File: src/rtl/spwm_pkg.sv
// Package: shared sizing constants for the sub-period PWM scan sequencer.
// Assumes three colour channels in the order red, green, blue.
package spwm_pkg;
    localparam int NUM_LINES  = 32;
    localparam int SUBP_BITS  = 3;
    localparam int SEG_BITS   = 10;
    localparam int SW_BITS    = 4;
    localparam int THR_BITS   = 5;
    localparam int GRAY_BITS  = 16;
    localparam int NUM_COLOUR = 3;
endpackage

File: src/rtl/spwm_seq_timer.sv
// Module: frame/sub-period/line/cycle counter chain.
// A strobe loads the frame origin. The counters then walk the display
// window and the switch window of every segment, every line and every
// sub-period, and return to idle after the last sub-period.
// Assumes the configuration stays stable while a frame is running.
module spwm_seq_timer #(
    parameter int LINES  = 32,
    parameter int SUBP_W = 3,
    parameter int SEG_W  = 10,
    parameter int SW_W   = 4,
    parameter int LINE_W = $clog2(LINES),
    parameter int CYC_W  = SEG_W + 1
) (
    input  logic              clk,
    input  logic              rst_n,
    input  logic              frame_start,
    input  logic [SUBP_W-1:0] cfg_subp,
    input  logic [SEG_W-1:0]  cfg_seg_len,
    input  logic [SW_W-1:0]   cfg_swt,
    output logic [LINE_W-1:0] line_idx,
    output logic [SUBP_W-1:0] subp_idx,
    output logic [CYC_W-1:0]  cyc,
    output logic              in_disp,
    output logic              line_sw
);
    logic             active;
    logic [SEG_W-1:0] gs_eff;
    logic [CYC_W-1:0] cyc_last;

    // Segment geometry: GS of zero is read as one display cycle.
    always_comb begin
        gs_eff   = (cfg_seg_len == '0) ? SEG_W'(1) : cfg_seg_len;
        cyc_last = CYC_W'(gs_eff) + CYC_W'(cfg_swt) - CYC_W'(1);
    end

    // Counter chain: cycle within segment, then line, then sub-period.
    always_ff @(posedge clk) begin
        if (!rst_n) begin
            active   <= 1'b0;
            cyc      <= '0;
            line_idx <= '0;
            subp_idx <= '0;
        end else if (frame_start) begin
            active   <= 1'b1;
            cyc      <= '0;
            line_idx <= '0;
            subp_idx <= '0;
        end else if (active) begin
            if (cyc == cyc_last) begin
                cyc <= '0;
                if (line_idx == LINE_W'(LINES - 1)) begin
                    line_idx <= '0;
                    if (subp_idx == cfg_subp) begin
                        active   <= 1'b0;
                        subp_idx <= '0;
                    end else begin
                        subp_idx <= subp_idx + SUBP_W'(1);
                    end
                end else begin
                    line_idx <= line_idx + LINE_W'(1);
                end
            end else begin
                cyc <= cyc + CYC_W'(1);
            end
        end
    end

    // Window decode: display part first, then switch part.
    always_comb begin
        in_disp = active && (cyc < CYC_W'(gs_eff));
        line_sw = active && !in_disp;
    end
endmodule

File: src/rtl/spwm_chan_alloc.sv
// Module: one colour's sub-period allocation and enable.
// Computes how many sub-periods carry the grayscale value, the on-count for
// the current sub-period, and the enable for the current display cycle.
// Assumes the grayscale value belongs to the line currently being scanned.
module spwm_chan_alloc #(
    parameter int GRAY_W = 16,
    parameter int THR_W  = 5,
    parameter int SUBP_W = 3,
    parameter int CYC_W  = 11
) (
    input  logic [GRAY_W-1:0] gray,
    input  logic [THR_W-1:0]  thr,
    input  logic [SUBP_W-1:0] cfg_subp,
    input  logic [SUBP_W-1:0] subp_idx,
    input  logic [CYC_W-1:0]  cyc,
    input  logic              in_disp,
    output logic              en
);
    localparam int NW = GRAY_W + 1;
    localparam int KW = SUBP_W + 1;

    logic [THR_W-1:0]  thr_eff;
    logic [KW-1:0]     nsub;
    logic [NW-1:0]     need;
    logic [KW-1:0]     k_use;
    logic [GRAY_W-1:0] base;
    logic [GRAY_W-1:0] rem;
    logic [NW-1:0]     on_cnt;

    // Sub-period count: ceil(g/t), at least one, at most the frame's count.
    always_comb begin
        thr_eff = (thr == '0) ? THR_W'(1) : thr;
        nsub    = {1'b0, cfg_subp} + KW'(1);
        need    = ({1'b0, gray} + NW'(thr_eff) - NW'(1)) / NW'(thr_eff);
        if (need == '0)
            k_use = KW'(1);
        else if (need > NW'(nsub))
            k_use = nsub;
        else
            k_use = need[KW-1:0];
    end

    // Per-sub-period share: floor part plus one for the first remainder slots.
    always_comb begin
        base = gray / GRAY_W'(k_use);
        rem  = gray % GRAY_W'(k_use);
        if (KW'(subp_idx) < k_use)
            on_cnt = {1'b0, base} + NW'(GRAY_W'(subp_idx) < rem);
        else
            on_cnt = '0;
    end

    // Enable: contiguous run from display cycle 0.
    always_comb begin
        en = in_disp && (NW'(cyc) < on_cnt);
    end
endmodule

File: src/rtl/spwm_scan_seq.sv
// Module: top of the sub-period PWM scan sequencer.
// Joins the counter chain with one allocation unit per colour.
// Threshold fields: red [4:0], green [9:5], blue [14:10].
// Assumes configuration and grayscale inputs are held steady by the source.
module spwm_scan_seq
    import spwm_pkg::*;
#(
    parameter int LINES  = NUM_LINES,
    parameter int SUBP_W = SUBP_BITS,
    parameter int SEG_W  = SEG_BITS,
    parameter int SW_W   = SW_BITS,
    parameter int THR_W  = THR_BITS,
    parameter int GRAY_W = GRAY_BITS,
    parameter int LINE_W = $clog2(LINES)
) (
    input  logic                        clk,
    input  logic                        rst_n,
    input  logic                        frame_start,
    input  logic [SUBP_W-1:0]           cfg_subp,
    input  logic [SEG_W-1:0]            cfg_seg_len,
    input  logic [SW_W-1:0]             cfg_swt,
    input  logic [NUM_COLOUR*THR_W-1:0] cfg_thresh,
    input  logic [GRAY_W-1:0]           gray_r,
    input  logic [GRAY_W-1:0]           gray_g,
    input  logic [GRAY_W-1:0]           gray_b,
    output logic [LINE_W-1:0]           line_idx,
    output logic                        line_sw,
    output logic [SUBP_W-1:0]           subp_idx,
    output logic                        en_r,
    output logic                        en_g,
    output logic                        en_b
);
    localparam int CYC_W = SEG_W + 1;

    logic [CYC_W-1:0]  cyc;
    logic              in_disp;
    logic [GRAY_W-1:0] gray_a [NUM_COLOUR];
    logic              en_a   [NUM_COLOUR];

    // Colour fan-in and fan-out in red, green, blue order.
    always_comb begin
        gray_a[0] = gray_r;
        gray_a[1] = gray_g;
        gray_a[2] = gray_b;
        en_r      = en_a[0];
        en_g      = en_a[1];
        en_b      = en_a[2];
    end

    spwm_seq_timer #(
        .LINES (LINES),
        .SUBP_W(SUBP_W),
        .SEG_W (SEG_W),
        .SW_W  (SW_W),
        .LINE_W(LINE_W),
        .CYC_W (CYC_W)
    ) u_timer (
        .clk        (clk),
        .rst_n      (rst_n),
        .frame_start(frame_start),
        .cfg_subp   (cfg_subp),
        .cfg_seg_len(cfg_seg_len),
        .cfg_swt    (cfg_swt),
        .line_idx   (line_idx),
        .subp_idx   (subp_idx),
        .cyc        (cyc),
        .in_disp    (in_disp),
        .line_sw    (line_sw)
    );

    for (genvar c = 0; c < NUM_COLOUR; c++) begin : g_chan
        spwm_chan_alloc #(
            .GRAY_W(GRAY_W),
            .THR_W (THR_W),
            .SUBP_W(SUBP_W),
            .CYC_W (CYC_W)
        ) u_alloc (
            .gray    (gray_a[c]),
            .thr     (cfg_thresh[c*THR_W +: THR_W]),
            .cfg_subp(cfg_subp),
            .subp_idx(subp_idx),
            .cyc     (cyc),
            .in_disp (in_disp),
            .en      (en_a[c])
        );
    end
endmodule

File: config.mk
export PLATFORM = sky130hd
export DESIGN_NAME = spwm_scan_seq
export DESIGN_NICKNAME = d
export VERILOG_FILES = /design/src/rtl/spwm_pkg.sv /design/src/rtl/spwm_seq_timer.sv /design/src/rtl/spwm_chan_alloc.sv /design/src/rtl/spwm_scan_seq.sv
export SDC_FILE = /design/constraint.sdc
export NUM_CORES = 1
export LEC_CHECK = 0
export BUFFER_PORTS_ARGS = -buffer_cell sky130_fd_sc_hd__buf_2
export CELL_PAD_IN_SITES_DETAIL_PLACEMENT = 0
export CELL_PAD_IN_SITES_GLOBAL_PLACEMENT = 2
export CORE_ASPECT_RATIO = 1.25
export CORE_UTILIZATION = 38
export CTS_CLUSTER_DIAMETER = 60
export CTS_CLUSTER_SIZE = 20
export DETAILED_ROUTE_END_ITERATION = 10
export PLACE_DENSITY = 0.86
export SETUP_SLACK_MARGIN = 0.15
export SYNTH_ARGS = -nofsm -noshare
export SYNTH_HDL_FRONTEND = slang
export SYNTH_SLANG_ARGS = --single-unit
File: constraint.sdc
create_clock -name clk -period 113.2 [get_ports clk]
set_clock_uncertainty 0.15 [all_clocks]
set_input_delay 11.32 -clock clk [delete_from_list [all_inputs] [get_ports clk]]
set_output_delay 11.32 -clock clk [all_outputs]
set_load 0.005 [all_outputs]
==> Word-level counts from Yosys, hierarchy flattened <==
Index checks and enable logic that the tools add are counted.
{ "totals": {"register_bits": 20, "in_bits": 83, "elab_cells": 82} }
{ "classes": {"n_addsub": 15, "n_div": 9, "magnitude_cmp": 13, "n_eq_ne": 3, "muxes": 21, "bitwise_logic": 1, "n_reduce_logical": 16} }
{ "ops": {"columns": ["op", "count"], "rows": [
  ["adder 16 x 1 -> 17 bit", 3],
  ["adder 16 x 5 -> 17 bit", 3],
  ["divider 17 x 5 -> 17 bit", 3],
  ["greater-than comparator 17 x 4 -> 1 bit", 3],
  ["logical NOT 17 bit", 3],
  ["< comparator 11 x 17 -> 1 bit", 3],
  ["two-way mux 17 bit", 3],
  ["subtractor 17 x 1 -> 17 bit, second input constant", 3],
  ["divider 16 x 4 -> 16 bit", 3],
  ["< comparator 3 x 16 -> 1 bit", 3],
  ["remainder unit 16 x 4 -> 16 bit", 3],
  ["two-way mux 4 bit", 6],
  ["two-way mux 5 bit", 4],
  ["logical NOT 5 bit", 3],
  ["< comparator 3 x 4 -> 1 bit", 3],
  ["adder 10 x 4 -> 11 bit", 1],
  ["adder 11 x 1 -> 11 bit, second input constant", 1],
  ["== test 11 bit", 1],
  ["< comparator 11 x 10 -> 1 bit", 1],
  ["two-way mux 11 bit", 1],
  ["subtractor 11 x 1 -> 11 bit, second input constant", 1],
  ["logical NOT 10 bit", 1],
  ["two-way mux 10 bit", 1],
  ["adder 5 x 1 -> 5 bit, second input constant", 1],
  ["other kinds (12)", 20]
]} }

==> Logic depth before layout (Yosys ltp) <==
{ "logic_depth": {"depth_word": 14, "ltp_mapped": 380} }

==> Hierarchy <==
From an unflattened synthesis, not the netlist that was laid out.
{ "hier_totals": {"cells_unflattened": 6195, "hier_area_um2": 43081.3} }
{ "by_module_without_submodules": {"columns": ["mod", "n_inst", "cells_each", "area_each_um2", "seq_area_each_um2"], "rows": [
  ["spwm_chan_alloc (g_chan[0].u_alloc ...)", 2, 2047, 13998.4, 0.0],
  ["spwm_chan_alloc (g_chan[1].u_alloc)", 1, 1855, 12991.2, 0.0],
  ["spwm_seq_timer", 1, 246, 2093.3, 400.4]
]} }

==> Worst setup path after synthesis <==
OpenSTA, ideal clock, no wires.
{ "synth_path": {"path_kind": "input to output", "startpoint": "input cfg_thresh[1]", "endpoint": "output en_r", "arrival_time_ns": 77.711, "path_slack_ns": 24.019, "cell_stages": 360, "n_path_buf": 19, "cell_sequence": "nor4_2 nor2_1 ha_1 inv_1 ha_1 a21o_1 a21oi_1 o21ai_0 a211oi_2 nand2b_1 a21oi_1 xnor2_1 ha_1 nand2_1 nand3_1 mux2i_1 nor2_1 ha_1 (+324 left out) ha_1 ha_1 xor2_1 nand2_1 ha_1 a21oi_1 nor2b_1 o21ai_0 nand2b_1 a21oi_1 nor2b_1 o21ai_0 nand2b_1 a211o_1 a21o_1 a21oi_1 a21oi_1 nor2_1"} }
{ "synth_between": {"elab_chain_cells": 14, "elab_cells_between_ends": 17, "cone_classes": "add/sub: 3; div: 3; order compare: 4; mux: 4; reduce/logical: 3"} }
{ "synth_lines": {"columns": ["item", "line", "source"], "rows": [
  ["start, declared", "spwm_scan_seq.sv:22", "input logic [NUM_COLOUR*THR_W-1:0] cfg_thresh,"],
  ["logical NOT 5 bit", "spwm_chan_alloc.sv:32", "thr_eff = (thr == '0) ? THR_W'(1) : thr;"],
  ["two-way mux 5 bit *", "spwm_chan_alloc.sv:32", null],
  ["adder 16 x 5 -> 17 bit", "spwm_chan_alloc.sv:34", "need = ({1'b0, gray} + NW'(thr_eff) - NW'(1)) / NW'(thr_eff);"],
  ["subtractor 17 x 1 -> 17 bit", "spwm_chan_alloc.sv:34", null],
  ["divider 17 x 5 -> 17 bit *", "spwm_chan_alloc.sv:34", null],
  ["greater-than comparator 17 x 4 -> 1 bit", "spwm_chan_alloc.sv:37", "else if (need > NW'(nsub))"],
  ["two-way mux 4 bit", "spwm_chan_alloc.sv:37", null],
  ["two-way mux 4 bit *", "spwm_chan_alloc.sv:35", "if (need == '0)"],
  ["remainder unit 16 x 4 -> 16 bit", "spwm_chan_alloc.sv:46", "rem = gray % GRAY_W'(k_use);"],
  ["< comparator 3 x 16 -> 1 bit", "spwm_chan_alloc.sv:48", "on_cnt = {1'b0, base} + NW'(GRAY_W'(subp_idx) < rem);"],
  ["adder 16 x 1 -> 17 bit", "spwm_chan_alloc.sv:48", null],
  ["two-way mux 17 bit *", "spwm_chan_alloc.sv:47", "if (KW'(subp_idx) < k_use)"],
  ["< comparator 11 x 17 -> 1 bit *", "spwm_chan_alloc.sv:55", "en = in_disp && (NW'(cyc) < on_cnt);"],
  ["logical AND 1 bit *", "spwm_chan_alloc.sv:55", null],
  ["end, declared", "spwm_scan_seq.sv:29", "output logic en_r,"]
]} }
Every way passes the cells marked *; elsewhere a longest branch is shown, timed or not.

==> Worst setup path after layout <==
{ "layout_path": {"startpoint": "input cfg_thresh[4]", "endpoint": "output en_r"} }
The elaborated chain is that of the path after synthesis.

==> results.json <==
{
  "outcome": "finished, final reports clean",
  "grt_pass1_vias": 42700,
  "synth.most_common_cell": "nor2_1",
  "overflow": 0,
  "slew_violations": 0,
  "crit_path_max_fanout": 19,
  "crit_slowest_cell": "a2111oi_0",
  "synth_top_cells_by_count": "587 x nor2_1, 585 x ha_1, 478 x nand2_1",
  "diodes": 0,
  "multi_input_area_sq_mm": 0.0386,
  "seq_area_sq_um": 400,
  "grt_pass1_wl_um": 221000,
  "vias": 45000,
  "htreeDepth": 1,
  "maxCapViolCount": 0,
  "worstPathRequired_ns": 101.73,
  "setup_tns_ns": 0,
  "r2r_slack_ns": 110.03,
  "portBuffers": 94,
  "rsz0062_at_grt": "false",
  "cts_buffer_depth": 2,
  "dp_hpwl_um": 115000,
  "dr.pass1.iters": 7,
  "async_flop_share_pct": 0,
  "syn_area_per_cell_sq_um": 6.82,
  "die_height_um": 368,
  "min_period_over_period_pct": 91.6,
  "synth_edf_count": 0,
  "post_drt_wl_per_cell_um": 18.6,
  "placeableCoreArea_sq_mm": 0.106,
  "track_usage_pct": 24.3,
  "postCtsSetupBuffers": 0,
  "layout.nets": 6652,
  "r2r-end": "u_timer.subp_idx[2]",
  "grt_max_degree": 20,
  "period_needed_ns": 103.72,
  "hold_path_depth": 2,
  "grt_antenna_before_repair": 9,
  "critPathArrivalTime_ns": 92.25,
  "hp-class": "reg2reg",
  "clock.fmax_ghz": 0.00964,
  "dieArea_sq_mm": 0.108,
  "pin_count": 95,
  "die-width_um": 295,
  "area_growth_pct": 5.24,
  "viasPerCell": 6.08,
  "cts.root.buffer_cell": "clkbuf_16",
  "path_clk_slew_ns": 0.05,
  "synth_seq_area_share_pct": 0.983,
  "ant_nets": 0,
  "numCtsBuffers": 3,
  "synth_cell_type_count": 140,
  "wirelength_um": 137000,
  "cts_tree": "done",
  "syn-num-nets": 6643,
  "cp-start-kind": "input port",
  "min_delay_worst_endpoint": "u_timer.line_idx[2]",
  "synthDominantCellAreaShare_pct": 18.0,
  "clock_sinks": 20,
  "dp_slack_ns": 10.10,
  "place.gp.congestion": 0.934,
  "max_slew_margin_pct": 9.30,
  "r2r-start": "u_timer.cyc[4]",
  "clk_latency_ns": 0.25,
  "hold-worst-slack_ns": 0.389,
  "synth_top_cell_by_area": "ha_1",
  "rows": 133,
  "setup_viol": 0,
  "cts_resized": 0,
  "tightest_slew_ns": 1.33,
  "hold_viol": 0,
  "dr.first_iter.drc_count": 2533,
  "start_util_pct": 38.5,
  "critPathMaxStageDelay_ns": 0.94,
  "n_fill_cell": 11400,
  "cts.hold.buffers_added": 0,
  "worstHoldStart": "u_timer.line_idx[2]",
  "syn_inst": 5968,
  "syn_area_sq_mm": 0.0407,
  "synth_area_leaders": "ha_1 18%, nor2_1 5.4%, a21oi_1 5.1%, nand2_1 4.4%, o21ai_0 4.4%",
  "drive_gt1_share_pct": 7.71,
  "crit_type": "in2out",
  "fin_ws_ns": 9.48,
  "end_kind": "output pin",
  "yosys_warnings": 0,
  "path_common_cell": "o21a_1",
  "reg2regPathDepth": 8,
  "ys_ff_latch": 20,
  "synth_flop_cell": "dfxtp_1",
  "drc": 0
}
sequential cells by signal, indices dropped and copies added (netlist names):
signal / count
u_timer.cyc: 11
u_timer.line_idx: 5
u_timer.subp_idx: 3
u_timer.active: 1
metal layers:
layer	up-vias	wire length, um	global-route usage (%)
met3	205	4480	1.58
met4	18	3210	5.73
met1	21000	60800	29.6
li1	22800	-	-
met2	941	68900	45.4
met5	-	112	0
critical path: cells and delay by family:
family,cells,cell delay [ns]
compound gates,164,39.34
mux,6,1.69
xor+xnor,2,0.25
buf+inv,17,2.84
fa+ha+maj,40,11.55
simple gates,110,25.10
cells in the final DEF, fill, tap and decap left out, types with 46 or more instances in the layout:
cell type / instances
o31ai_1: 64
nand3_1: 182
nand2_1: 478
buf_4: 49
and2_1: 69
nor3_1: 311
mux2i_1: 88
a21o_1: 97
or2_2: 64
xnor2_1: 197
nor4_1: 46
xor2_1: 118
o21ai_0: 354
a211oi_1: 79
inv_1: 297
o21a_1: 216
and3_1: 70
a21oi_1: 413
or3_1: 72
nand4_1: 92
ha_1: 585
nor2_1: 587
mux2_2: 88
nor2b_1: 106
buf_2: 94
o211ai_1: 61
a31oi_1: 70
nand2b_1: 139
how the worst max path moves through the flow:
stage | startpoint | end | slack (ns) | cells past startpoint
2_1_floorplan | cfg_thresh[1] | en_r | 24.02 | 360
3_3_place_gp | cfg_thresh[4] | en_r | 10.34 | 336
3_5_place_dp | cfg_thresh[4] | en_r | 10.10 | 337
4_1_cts | cfg_thresh[4] | en_r | 9.84 | 338
5_1_grt | cfg_thresh[4] | en_r | 1.75 | 348
6_report | cfg_thresh[4] | en_r | 9.48 | 339
through the flow:
| step | utilization (%) | std cells | instance area, sq um |
|---|---|---|---|
| 6_report | 40.6 | 7393 | 42900 |
| 5_1_grt | 40.6 | 7393 | 42900 |
| 4_1_cts | 40.6 | 7393 | 42900 |
| 3_5_place_dp | 40.5 | 7389 | 42800 |
| 3_3_place_gp | 40.5 | 7389 | 42800 |
| 2_1_floorplan | - | 5968 | 40700 |
layout make-up:
cell class | count | area share, %
clock buffers | 4 | 0.207
inverters | 304 | 2.66
multi-input cells | 5505 | 90.1
flip-flops and latches | 20 | 0.934
well taps | 1417 | 4.14
repair buffers | 143 | 1.96
kinds of logic after synthesis:
kind of cell / synth area share (%)
simple gates: 30.3
compound gates: 34.4
fa+ha+maj: 18.4
buf+inv: 4.27
xor+xnor: 6.83
mux: 4.84
flops: 0.983
Power is not shown: default switching activity piles up to over one toggle a cycle in this logic, so the estimate is an artifact.
